===== src/rtl/sfp_pkg.sv =====
package sfp_pkg;

  localparam logic [7:0] CMD_ERASE  = 8'h20;
  localparam logic [7:0] CMD_VERIFY = 8'hA0;

  typedef enum logic [2:0] {
    ST_IDLE,
    ST_ERA1,
    ST_ADRL,
    ST_ADRH,
    ST_WAIT,
    ST_SHOUT,
    ST_ERASE
  } sfp_state_e;

  // contents loaded at reset in place of earlier programming
  function automatic logic [7:0] seed_byte(input int unsigned idx);
    return 8'(idx) ^ 8'hA5;
  endfunction

endpackage


===== src/rtl/sfp_sync.sv =====
module sfp_sync #(
  parameter int          W       = 3,
  parameter logic [W-1:0] RST_VAL = '0
) (
  input  logic         clk,
  input  logic         rst_n,
  input  logic [W-1:0] async_i,
  output logic [W-1:0] sync_o
);

  for (genvar g = 0; g < W; g++) begin : g_bit
    logic meta_q, stab_q;
    always_ff @(posedge clk or negedge rst_n) begin
      if (!rst_n) begin
        meta_q <= RST_VAL[g];
        stab_q <= RST_VAL[g];
      end else begin
        meta_q <= async_i[g];
        stab_q <= meta_q;
      end
    end
    assign sync_o[g] = stab_q;
  end

endmodule


===== src/rtl/sfp_shifter.sv =====
module sfp_shifter (
  input  logic       clk,
  input  logic       rst_n,
  input  logic       sclk_s,
  input  logic       sda_s,
  input  logic       count_en,
  input  logic       tx_en,
  input  logic       tx_load,
  input  logic [7:0] tx_data,
  output logic       byte_done,
  output logic [7:0] rx_byte,
  output logic       sda_out,
  output logic       sda_oe
);

  logic       sclk_q;
  logic [2:0] cnt_q, cnt_d;
  logic [7:0] rx_q, rx_d;
  logic [7:0] tx_q, tx_d;
  logic       out_q, out_d;
  logic       oe_q, oe_d;
  logic       rise, fall;

  assign rise      = sclk_s & ~sclk_q;
  assign fall      = ~sclk_s & sclk_q;
  assign byte_done = count_en & rise & (cnt_q == 3'd7);
  assign rx_byte   = {sda_s, rx_q[7:1]};

  always_comb begin
    cnt_d = cnt_q;
    rx_d  = rx_q;
    tx_d  = tx_q;
    out_d = out_q;
    oe_d  = oe_q;
    if (count_en && rise) begin
      cnt_d = cnt_q + 3'd1;
      rx_d  = rx_byte;
    end
    if (tx_load) begin
      tx_d = tx_data;
    end else if (tx_en && fall) begin
      tx_d  = {1'b0, tx_q[7:1]};
      out_d = tx_q[0];
    end
    if (!tx_en || byte_done) oe_d = 1'b0;
    else if (fall)           oe_d = 1'b1;
  end

  always_ff @(posedge clk or negedge rst_n) begin
    if (!rst_n) begin
      sclk_q <= 1'b1;
      cnt_q  <= '0;
      rx_q   <= '0;
      tx_q   <= '0;
      out_q  <= 1'b0;
      oe_q   <= 1'b0;
    end else begin
      sclk_q <= sclk_s;
      cnt_q  <= cnt_d;
      rx_q   <= rx_d;
      tx_q   <= tx_d;
      out_q  <= out_d;
      oe_q   <= oe_d;
    end
  end

  assign sda_out = out_q;
  assign sda_oe  = oe_q;

  // the line is taken only after a falling serial edge
  a_r7_drive_on_fall: assert property (@(posedge clk) disable iff (!rst_n)
    $rose(oe_q) |-> $past(fall));

  // the line is released after the last rising edge
  a_r8_release_last: assert property (@(posedge clk) disable iff (!rst_n)
    (oe_q && byte_done) |=> !oe_q);

endmodule


===== src/rtl/sfp_array.sv =====
module sfp_array import sfp_pkg::*; #(
  parameter int DEPTH = 16,
  localparam int AW   = $clog2(DEPTH)
) (
  input  logic          clk,
  input  logic          rst_n,
  input  logic          erase_all,
  input  logic [AW-1:0] rd_idx,
  output logic [7:0]    rd_data
);

  logic [7:0] mem_q [DEPTH];

  for (genvar g = 0; g < DEPTH; g++) begin : g_word
    logic [7:0] word_d;
    assign word_d = erase_all ? 8'hFF : mem_q[g];
    always_ff @(posedge clk or negedge rst_n) begin
      if (!rst_n) mem_q[g] <= seed_byte(g);
      else        mem_q[g] <= word_d;
    end
  end

  assign rd_data = mem_q[rd_idx];

  // an erase pulse leaves the first and last location at 0xFF
  a_r4_erase_fill: assert property (@(posedge clk) disable iff (!rst_n)
    erase_all |=> (mem_q[0] == 8'hFF && mem_q[DEPTH-1] == 8'hFF));

endmodule


===== src/rtl/sfp_ctrl.sv =====
module sfp_ctrl import sfp_pkg::*; #(
  parameter int AW           = 4,
  parameter int ERASE_CYCLES = 950
) (
  input  logic          clk,
  input  logic          rst_n,
  input  logic          byte_done,
  input  logic [7:0]    rx_byte,
  input  logic          oe_n_s,
  output logic          count_en,
  output logic          tx_en,
  output logic          latch_en,
  output logic          erase_all,
  output logic [AW-1:0] rd_idx,
  output logic          busy
);

  localparam int TW = $clog2(ERASE_CYCLES + 1);

  sfp_state_e    state_q, state_d;
  logic [TW-1:0] tmr_q, tmr_d;
  logic [7:0]    lo_q, lo_d;
  logic [AW-1:0] idx_q, idx_d;
  logic          has_q, has_d;

  always_comb begin
    state_d   = state_q;
    tmr_d     = tmr_q;
    lo_d      = lo_q;
    idx_d     = idx_q;
    has_d     = has_q;
    latch_en  = 1'b0;
    erase_all = 1'b0;
    unique case (state_q)
      ST_IDLE: if (byte_done) begin
        if (rx_byte == CMD_ERASE)       state_d = ST_ERA1;
        else if (rx_byte == CMD_VERIFY) state_d = ST_ADRL;
      end
      ST_ERA1: if (byte_done) begin
        if (rx_byte == CMD_ERASE) begin
          state_d   = ST_ERASE;
          tmr_d     = TW'(ERASE_CYCLES - 1);
          erase_all = 1'b1;
        end else begin
          state_d = ST_IDLE;
        end
      end
      ST_ADRL: if (byte_done) begin
        lo_d    = rx_byte;
        state_d = ST_ADRH;
      end
      ST_ADRH: if (byte_done) begin
        idx_d   = AW'({rx_byte, lo_q});
        has_d   = 1'b0;
        state_d = ST_WAIT;
      end
      ST_WAIT: begin
        if (!oe_n_s) begin
          latch_en = 1'b1;
          has_d    = 1'b1;
        end else if (has_q) begin
          state_d = ST_SHOUT;
        end
      end
      ST_SHOUT: if (byte_done) state_d = ST_IDLE;
      ST_ERASE: begin
        if (tmr_q == '0) state_d = ST_IDLE;
        else             tmr_d   = tmr_q - TW'(1);
      end
      default: state_d = ST_IDLE;
    endcase
  end

  always_ff @(posedge clk or negedge rst_n) begin
    if (!rst_n) begin
      state_q <= ST_IDLE;
      tmr_q   <= '0;
      lo_q    <= '0;
      idx_q   <= '0;
      has_q   <= 1'b0;
    end else begin
      state_q <= state_d;
      tmr_q   <= tmr_d;
      lo_q    <= lo_d;
      idx_q   <= idx_d;
      has_q   <= has_d;
    end
  end

  assign busy     = (state_q == ST_ERASE);
  assign tx_en    = (state_q == ST_SHOUT);
  assign count_en = (state_q != ST_ERASE) && (state_q != ST_WAIT);
  assign rd_idx   = idx_q;

  // an erase begins only on a byte boundary
  a_r2_start_on_byte: assert property (@(posedge clk) disable iff (!rst_n)
    $rose(busy) |-> $past(byte_done));

  // busy holds while the timer has cycles left
  a_r3_busy_hold: assert property (@(posedge clk) disable iff (!rst_n)
    (busy && tmr_q != '0) |=> busy);

endmodule


===== src/rtl/sfp_port.sv =====
module sfp_port #(
  parameter int DEPTH   = 16,
  parameter int CLK_KHZ = 125000
) (
  input  logic clk,
  input  logic rst_n,
  input  logic sclk,
  input  logic sda_in,
  input  logic oe_n,
  output logic sda_out,
  output logic sda_oe,
  output logic busy
);

  localparam int AW           = $clog2(DEPTH);
  localparam int ERASE_CYCLES = CLK_KHZ * 19 / 2;

  logic          rst_m_q, rst_i_n;
  logic [2:0]    pins_s;
  logic          byte_done, count_en, tx_en, latch_en, erase_all;
  logic [7:0]    rx_byte, rd_data;
  logic [AW-1:0] rd_idx;

  always_ff @(posedge clk or negedge rst_n) begin
    if (!rst_n) begin
      rst_m_q <= 1'b0;
      rst_i_n <= 1'b0;
    end else begin
      rst_m_q <= 1'b1;
      rst_i_n <= rst_m_q;
    end
  end

  sfp_sync #(.W(3), .RST_VAL(3'b101)) sync_i (
    .clk(clk), .rst_n(rst_i_n),
    .async_i({sclk, sda_in, oe_n}), .sync_o(pins_s)
  );

  sfp_shifter shift_i (
    .clk(clk), .rst_n(rst_i_n),
    .sclk_s(pins_s[2]), .sda_s(pins_s[1]),
    .count_en(count_en), .tx_en(tx_en),
    .tx_load(latch_en), .tx_data(rd_data),
    .byte_done(byte_done), .rx_byte(rx_byte),
    .sda_out(sda_out), .sda_oe(sda_oe)
  );

  sfp_ctrl #(.AW(AW), .ERASE_CYCLES(ERASE_CYCLES)) ctrl_i (
    .clk(clk), .rst_n(rst_i_n),
    .byte_done(byte_done), .rx_byte(rx_byte), .oe_n_s(pins_s[0]),
    .count_en(count_en), .tx_en(tx_en), .latch_en(latch_en),
    .erase_all(erase_all), .rd_idx(rd_idx), .busy(busy)
  );

  sfp_array #(.DEPTH(DEPTH)) array_i (
    .clk(clk), .rst_n(rst_i_n),
    .erase_all(erase_all), .rd_idx(rd_idx), .rd_data(rd_data)
  );

  // the data line is never driven during an erase
  a_r9_quiet_busy: assert property (@(posedge clk) disable iff (!rst_i_n)
    busy |-> !sda_oe);

  // outputs idle while reset is held
  a_r1_reset_idle: assert property (@(posedge clk)
    !rst_i_n |-> (!busy && !sda_oe));

endmodule


===== config.mk =====
export PLATFORM = sky130hd
export DESIGN_NAME = sfp_port
export DESIGN_NICKNAME = d
export VERILOG_FILES = /design/src/rtl/sfp_pkg.sv /design/src/rtl/sfp_sync.sv /design/src/rtl/sfp_shifter.sv /design/src/rtl/sfp_array.sv /design/src/rtl/sfp_ctrl.sv /design/src/rtl/sfp_port.sv
export SDC_FILE = /design/constraint.sdc
export NUM_CORES = 1
export LEC_CHECK = 0
export BUFFER_PORTS_ARGS = -buffer_cell sky130_fd_sc_hd__buf_2
export CAP_MARGIN = 5
export CELL_PAD_IN_SITES_DETAIL_PLACEMENT = 1
export CELL_PAD_IN_SITES_GLOBAL_PLACEMENT = 1
export CORE_MARGIN = 4
export CORE_UTILIZATION = 45
export CTS_CLUSTER_DIAMETER = 80
export DETAILED_ROUTE_END_ITERATION = 6
export HOLD_SLACK_MARGIN = 0.03
export PLACE_DENSITY = 0.74
export SYNTH_ARGS = -nofsm -noshare
export SYNTH_HDL_FRONTEND = slang
export SYNTH_HIERARCHICAL = 1
export SYNTH_SLANG_ARGS = --single-unit
export TNS_END_PERCENT = 100

===== constraint.sdc =====
create_clock -name clk -period 2 [get_ports clk]
set_input_delay 0.5 -clock clk [delete_from_list [all_inputs] [get_ports clk]]
set_output_delay 0.5 -clock clk [all_outputs]
set_load 0.005 [all_outputs]

# Yosys cells after proc, flatten, opt, wreduce, memory -nomap -nowiden
# Cells that the tools add are included.
[classes]
add_sub_neg = 2
magnitude_cmp = 1
eq_ne = 23
n_mux = 31
bitwise = 8
reduce_logical = 17
[ops]
columns = ["op", "n"]
rows = [
  ["21-bit two-way mux", 3],
  ["21-bit one-hot mux with 2 select lines", 1],
  ["3-bit two-way mux", 11],
  ["8-bit binary-select mux with 4-bit select", 1],
  ["8-bit two-way mux", 4],
  ["21-bit logical NOT", 1],
  ["3-bit one-hot mux with 7 select lines", 1],
  ["21-bit by 1-bit subtractor with 21-bit output (second input constant)", 1],
  ["2-bit != test (second input constant)", 8],
  ["3-bit equality test (second input constant)", 4],
  ["1-bit two-way mux", 9],
  ["9-bit AND reduction", 1],
  ["8-bit by 6-bit equality test with 1-bit output (second input constant)", 1],
  ["8-bit equality test (second input constant)", 1],
  ["2-bit nonzero test", 4],
  ["3-bit by 2-bit equality test with 1-bit output (second input constant)", 2],
  ["2-bit by 1-bit != test with 1-bit output (second input constant)", 3],
  ["3-bit != test (second input constant)", 2],
  ["2-bit AND reduction", 3],
  ["5-bit greater-or-equal comparator (second input constant)", 1],
  ["4-bit NOT with 5-bit output", 1],
  ["1-bit bitwise AND", 4],
  ["4-bit AND reduction", 1],
  ["3-bit by 1-bit adder with 3-bit output (second input constant)", 1],
  ["9 further kinds", 13],
]
[totals]
ff_bits = 68
elab_cells = 106

# Depth between registers and ports, before layout
[depth]
depth_word = 6
depth_mapped = 12
depth_no_buf = 9

# By module
# Netlist, hierarchy kept.
[by_module_without_submodules]
columns = ["module", "instances", "cells_each", "area_per_inst_um2", "seq_area_each_um2"]
rows = [
  ["sfp_ctrl", 1, 191, 1894.3, 825.8],
  ["sfp_shifter", 1, 80, 978.4, 526.8],
  ["sfp_sync", 1, 9, 177.7, 155.1],
  ["sfp_array", 1, 10, 82.6, 25.0],
  ["sfp_port", 1, 3, 53.8, 50.0],
]

# Worst setup path after synthesis
# No wires, ideal clock.
[synth_path]
kind = "reg2reg"
from = "register ctrl_i.state_q[0]"
to = "register ctrl_i.tmr_q[7]"
setup_ps = 96
arrival_ps = 2275
required_time_ps = 1904
path_slack_ps = -371
stages_incl_launch_ff = 13
path_buffers = 4
period_less_slack_ps = 2371
path_cell_list = "dfrtp_1 -> clkbuf_1 -> nand2b_1 -> nand3b_4 -> buf_6 -> nor2_1 -> nand4bb_1 -> or4_1 -> buf_2 -> inv_2 -> buf_6 -> a21oi_1 -> o31ai_1"
[synth_via]
elab_chain_cells = 6
word_cells_on_any_way = 13
cone_classes = "eq/ne: 7; mux: 1; bitwise: 2; reduce/logical: 3"
[synth_rtl]
columns = ["item", "line", "text"]
rows = [
  ["from (decl)", "sfp_ctrl.sv:20", "sfp_state_e state_q, state_d;"],
  ["from (signal assigned)", "sfp_ctrl.sv:82", "state_q <= state_d;"],
  ["3-bit != test", "sfp_ctrl.sv:92", "assign count_en = (state_q != ST_ERASE) && (state_q != ST_WAIT);"],
  ["1-bit logical AND *", "sfp_ctrl.sv:92", ""],
  ["named net count_en", "sfp_port.sv:20", "logic byte_done, count_en, tx_en, latch_en, erase_all;"],
  ["1-bit bitwise AND * (2 in a row)", "sfp_shifter.sv:26", "assign byte_done = count_en & rise & (cnt_q == 3'd7);"],
  ["named net byte_done", "sfp_port.sv:20", ""],
  ["2-bit != test (no line) *", "--", ""],
  ["4-bit AND reduction (no line) *", "--", ""],
  ["to (signal assigned)", "sfp_ctrl.sv:83", "tmr_q <= tmr_d;"],
  ["to (decl)", "sfp_ctrl.sv:21", "logic [TW-1:0] tmr_q, tmr_d;"],
]
# Mark *: on every way through the listed nets, which the timed path passes. The rest lies on a longest branch.
# A chain may end at the register's enable or synchronous reset.

# Worst setup path in the final report
[layout_path]
from = "register ctrl_i.tmr_q[14]"
to = "register ctrl_i.tmr_q[0]"
[layout_via]
elab_chain_cells = 3
[layout_rtl]
columns = ["item", "line", "text"]
rows = [
  ["21-bit logical NOT", "sfp_ctrl.sv:67", "if (tmr_q == '0) state_d = ST_IDLE;"],
  ["2-bit != test (no line)", "--", ""],
  ["4-bit AND reduction (no line)", "--", ""],
]
# No other way between the ends.

==> run metrics <==
placed insts=around 420; CP startpoint kind=flop; GRT met2 Usage=0.355; final total negative setup slack=-0.595 ns; number of global-route vias before repair=approximately 2,700; share of layout cells above drive strength 1=0.440; Power Density=around 840 nW/um^2; largest area contributor in the netlist=dfrtp_1; IO Port Bufs=7; clock sink total=between 60 and 70; first-pass GRT wire length=roughly 14 mm; initial drt markers=154; Clock Skew=between 0.01 and 0.015 ns; max-cap check violation count=0; Distinct cells, synth=58; RSZ-0062 raised after global routing=yes; Post-Layout Cell Count=~460; routed len/inst=19.8 um; clock slew at reported path FFs=about 0.08 ns; outcome=complete, but fails checks; row count=30; Ys Warns=6; f_max=~470 MHz; area added between synthesis and finish=29.4%; r2r setup slk=-0.13 ns; Nets=between 300 and 400; R2R depth=4; most used routing layer=met2; synthesized instance count=approximately 290; Fin. Hold Viols=0; fraction of registers with async set or reset after synthesis=1.00; largest net degree at the start of global routing=31; Final ANT Viol Nets=0; mean area per synthesized cell=roughly 11 um^2; TritonCTS clock tree=done; Post-synth top cells=58 x dfrtp_1, 24 x a21oi_1, 20 x nor2_1, 15 x nand2_1; Crit path required time=roughly 2.3 ns; setup violators final=14; Worst VDD drop=roughly 810 uV; gp weighted congestion=0.861; met3 global-route usage=0.0550; synth top area cells=dfrtp_1 46%, mux2_4 4.2%, dfstp_2 4.1%; total detailed-routing wirelength=9.03 mm; violated checks=negative setup slack; met1 Usage GRT=0.260; fin. max-slew vios=0; clk_lat worst skew=roughly 0.35 ns; post-DP HPWL=roughly 5.3 mm; # IOs=8; vias per inst=around 5.6; leakage power=around 2 nW; Total Routing Usage GR=0.210; ant diodes=0; Die Y=92.2 um; final worst setup slack=-0.128 ns; main flop type after synthesis=dfrtp_1; Final period util=1.06; Min Hold Slack=around 0.13 ns; multi-input logic area=between 1500 and 2000 um^2; die outline area=around 8500 um^2; Critical R2R Capture=ctrl_i/tmr_q[0]; worst-path maximum fanout=5; filler cell count=approximately 730; CP startpoint=ctrl_i/tmr_q[14]; CP Capture Type=flop; CP endpoint=ctrl_i/tmr_q[0]; initial antenna violation count=0; starting density of the core=0.466; first drt pass iteration count=4; number of synthesized flops with an enable pin=0; reg2reg start=ctrl_i/tmr_q[14]; top-count cell post-synth=dfrtp_1; grt total ovfl=0; Die W=92.2 um; sequential area share after synthesis=0.497; clk root buf=clkbuf_8; TritonCTS Buffers=9; min cycle time layout=2.13 ns; share of the synthesized area in the top cell type=0.455; Clock Tree Buf Depth=2; register bit count reported by yosys=63; critical path class=reg2reg; DR DRC count=0; FF/Latch Area=1580 um^2; core area=around 6800 um^2; vias=2,566; Mapped Area=3190 um^2; crit path DAT=roughly 2.4 ns; H-Tree Depth=3; hold crit path type=reg2async
-- sequential cells by signal, summed over array words and instances (netlist names), 4 cells and up --
| name | flops |
|---|---|
| ctrl_i/rd_idx | 4 |
| shift_i/rx_q | 7 |
| ctrl_i/tmr_q | 21 |
| ctrl_i/lo_q | 4 |
| shift_i/tx_q | 8 |
-- layout by cell type, fill, tap and decap left out, types with 3 or more instances in the layout --
master       n
mux2i_1      9
nor2b_1      9
nor4_1       4
nand3_1      5
o21ai_0      7
clkbuf_8    10
or4_1        3
a21oi_1     21
or3_1        4
nand2b_1     4
inv_2        4
buf_4       54
mux2_2       9
o41ai_1      3
buf_12       3
mux2_4       9
nand2_1     15
a21oi_2      4
nor4_4       3
o31ai_1      4
or4b_4       3
nor2_2       3
dfrtp_1     57
nor2_4       3
nor3_1       7
or2_1        3
buf_2        7
clkinvlp_4   3
o21ai_2      4
conb_1       3
or4_4        7
nor2_1      15
dfstp_2      5
nand4_1      5
-- cell type report --
cell class / instances / area share
multi-input cells: 206 / 0.399
flip-flops and latches: 63 / 0.384
repair buffers: 66 / 0.126
clock buffers: 10 / 0.0334
well taps: 96 / 0.0291
clock inverters: 6 / 0.0170
inverters: 6 / 0.00728
repair inverters: 2 / 0.00425
-- metal layers --
metal / share of wire / vias up / routed length [um]
met3: 0.034 / 12 / 303
met4: 0.014 / 0 / 128
met5: 0 / - / 0
met2: 0.52 / 55 / 4680
met1: 0.43 / 1315 / 3920
li1: - / 1184 / -
-- power by group --
group          total, mW  internal [mW]  leakage, nW  switching, mW
clock network       1.16          0.613       0.0947          0.550
logic              0.737          0.416         1.09          0.321
registers           1.58           1.45        0.806          0.133
total               3.48           2.48         1.99           1.00
-- cell families (layout without fill, tap and decap cells) --
family / after synthesis / in the layout / share of synthesized area
AO/OA/AOI/OAI: 54 / 54 / 0.105
XOR/XNOR: 1 / 1 / 0.00275
adder cells (fa/ha/maj): 4 / 4 / 0.0157
buffers and inverters: 25 / 90 / 0.0451
flip-flops: 63 / 63 / 0.497
multiplexers: 27 / 27 / 0.102
other: 2 / 3 / 0.00236
AND/OR/NAND/NOR: 117 / 117 / 0.230
-- repair_timing --
item / CTS / global route
hold buffers: 1 / 0
buffers inserted: 6 / 8
resized for setup: 21 / 22
endpoints found under the hold margin: 2 / 0
pin swaps: 10 / 4
setup endpoints to repair: 22 / 26
gates cloned: 2 / 0
-- per-stage QoR --
stage	power (mW)	setup slack [ns]	cell area, um^2	utilization
2_1_floorplan	1.98	-0.0320	3240	-
3_3_place_gp	2.16	-0.0141	3620	0.530
3_5_place_dp	2.21	-0.0769	3620	0.530
4_1_cts	3.43	-0.0735	3980	0.582
5_1_grt	3.63	-0.175	4130	0.604
6_report	3.48	-0.128	4130	0.604
-- how the worst min path moves through the flow --
stage,slack (ns),endpoint,cells past startpoint
after floorplan,0.20,rst_i_n,0
after global placement,0.12,ctrl_i/tmr_q[3],0
after detailed placement,0.13,ctrl_i/tmr_q[3],0
after CTS,0.13,ctrl_i/tmr_q[3],0
after global routing,0.14,ctrl_i/tmr_q[4],0
final,0.13,ctrl_i/tmr_q[3],0
-- worst max-delay path, cell delays in order (launching register included) --
cell and delay, ns:
dfrtp_1 0.43, or4_4 0.50, or4_4 0.64, o21ai_4 0.23
mux2i_1 0.23
No activity file was read; power rests on OpenSTA's default activity.
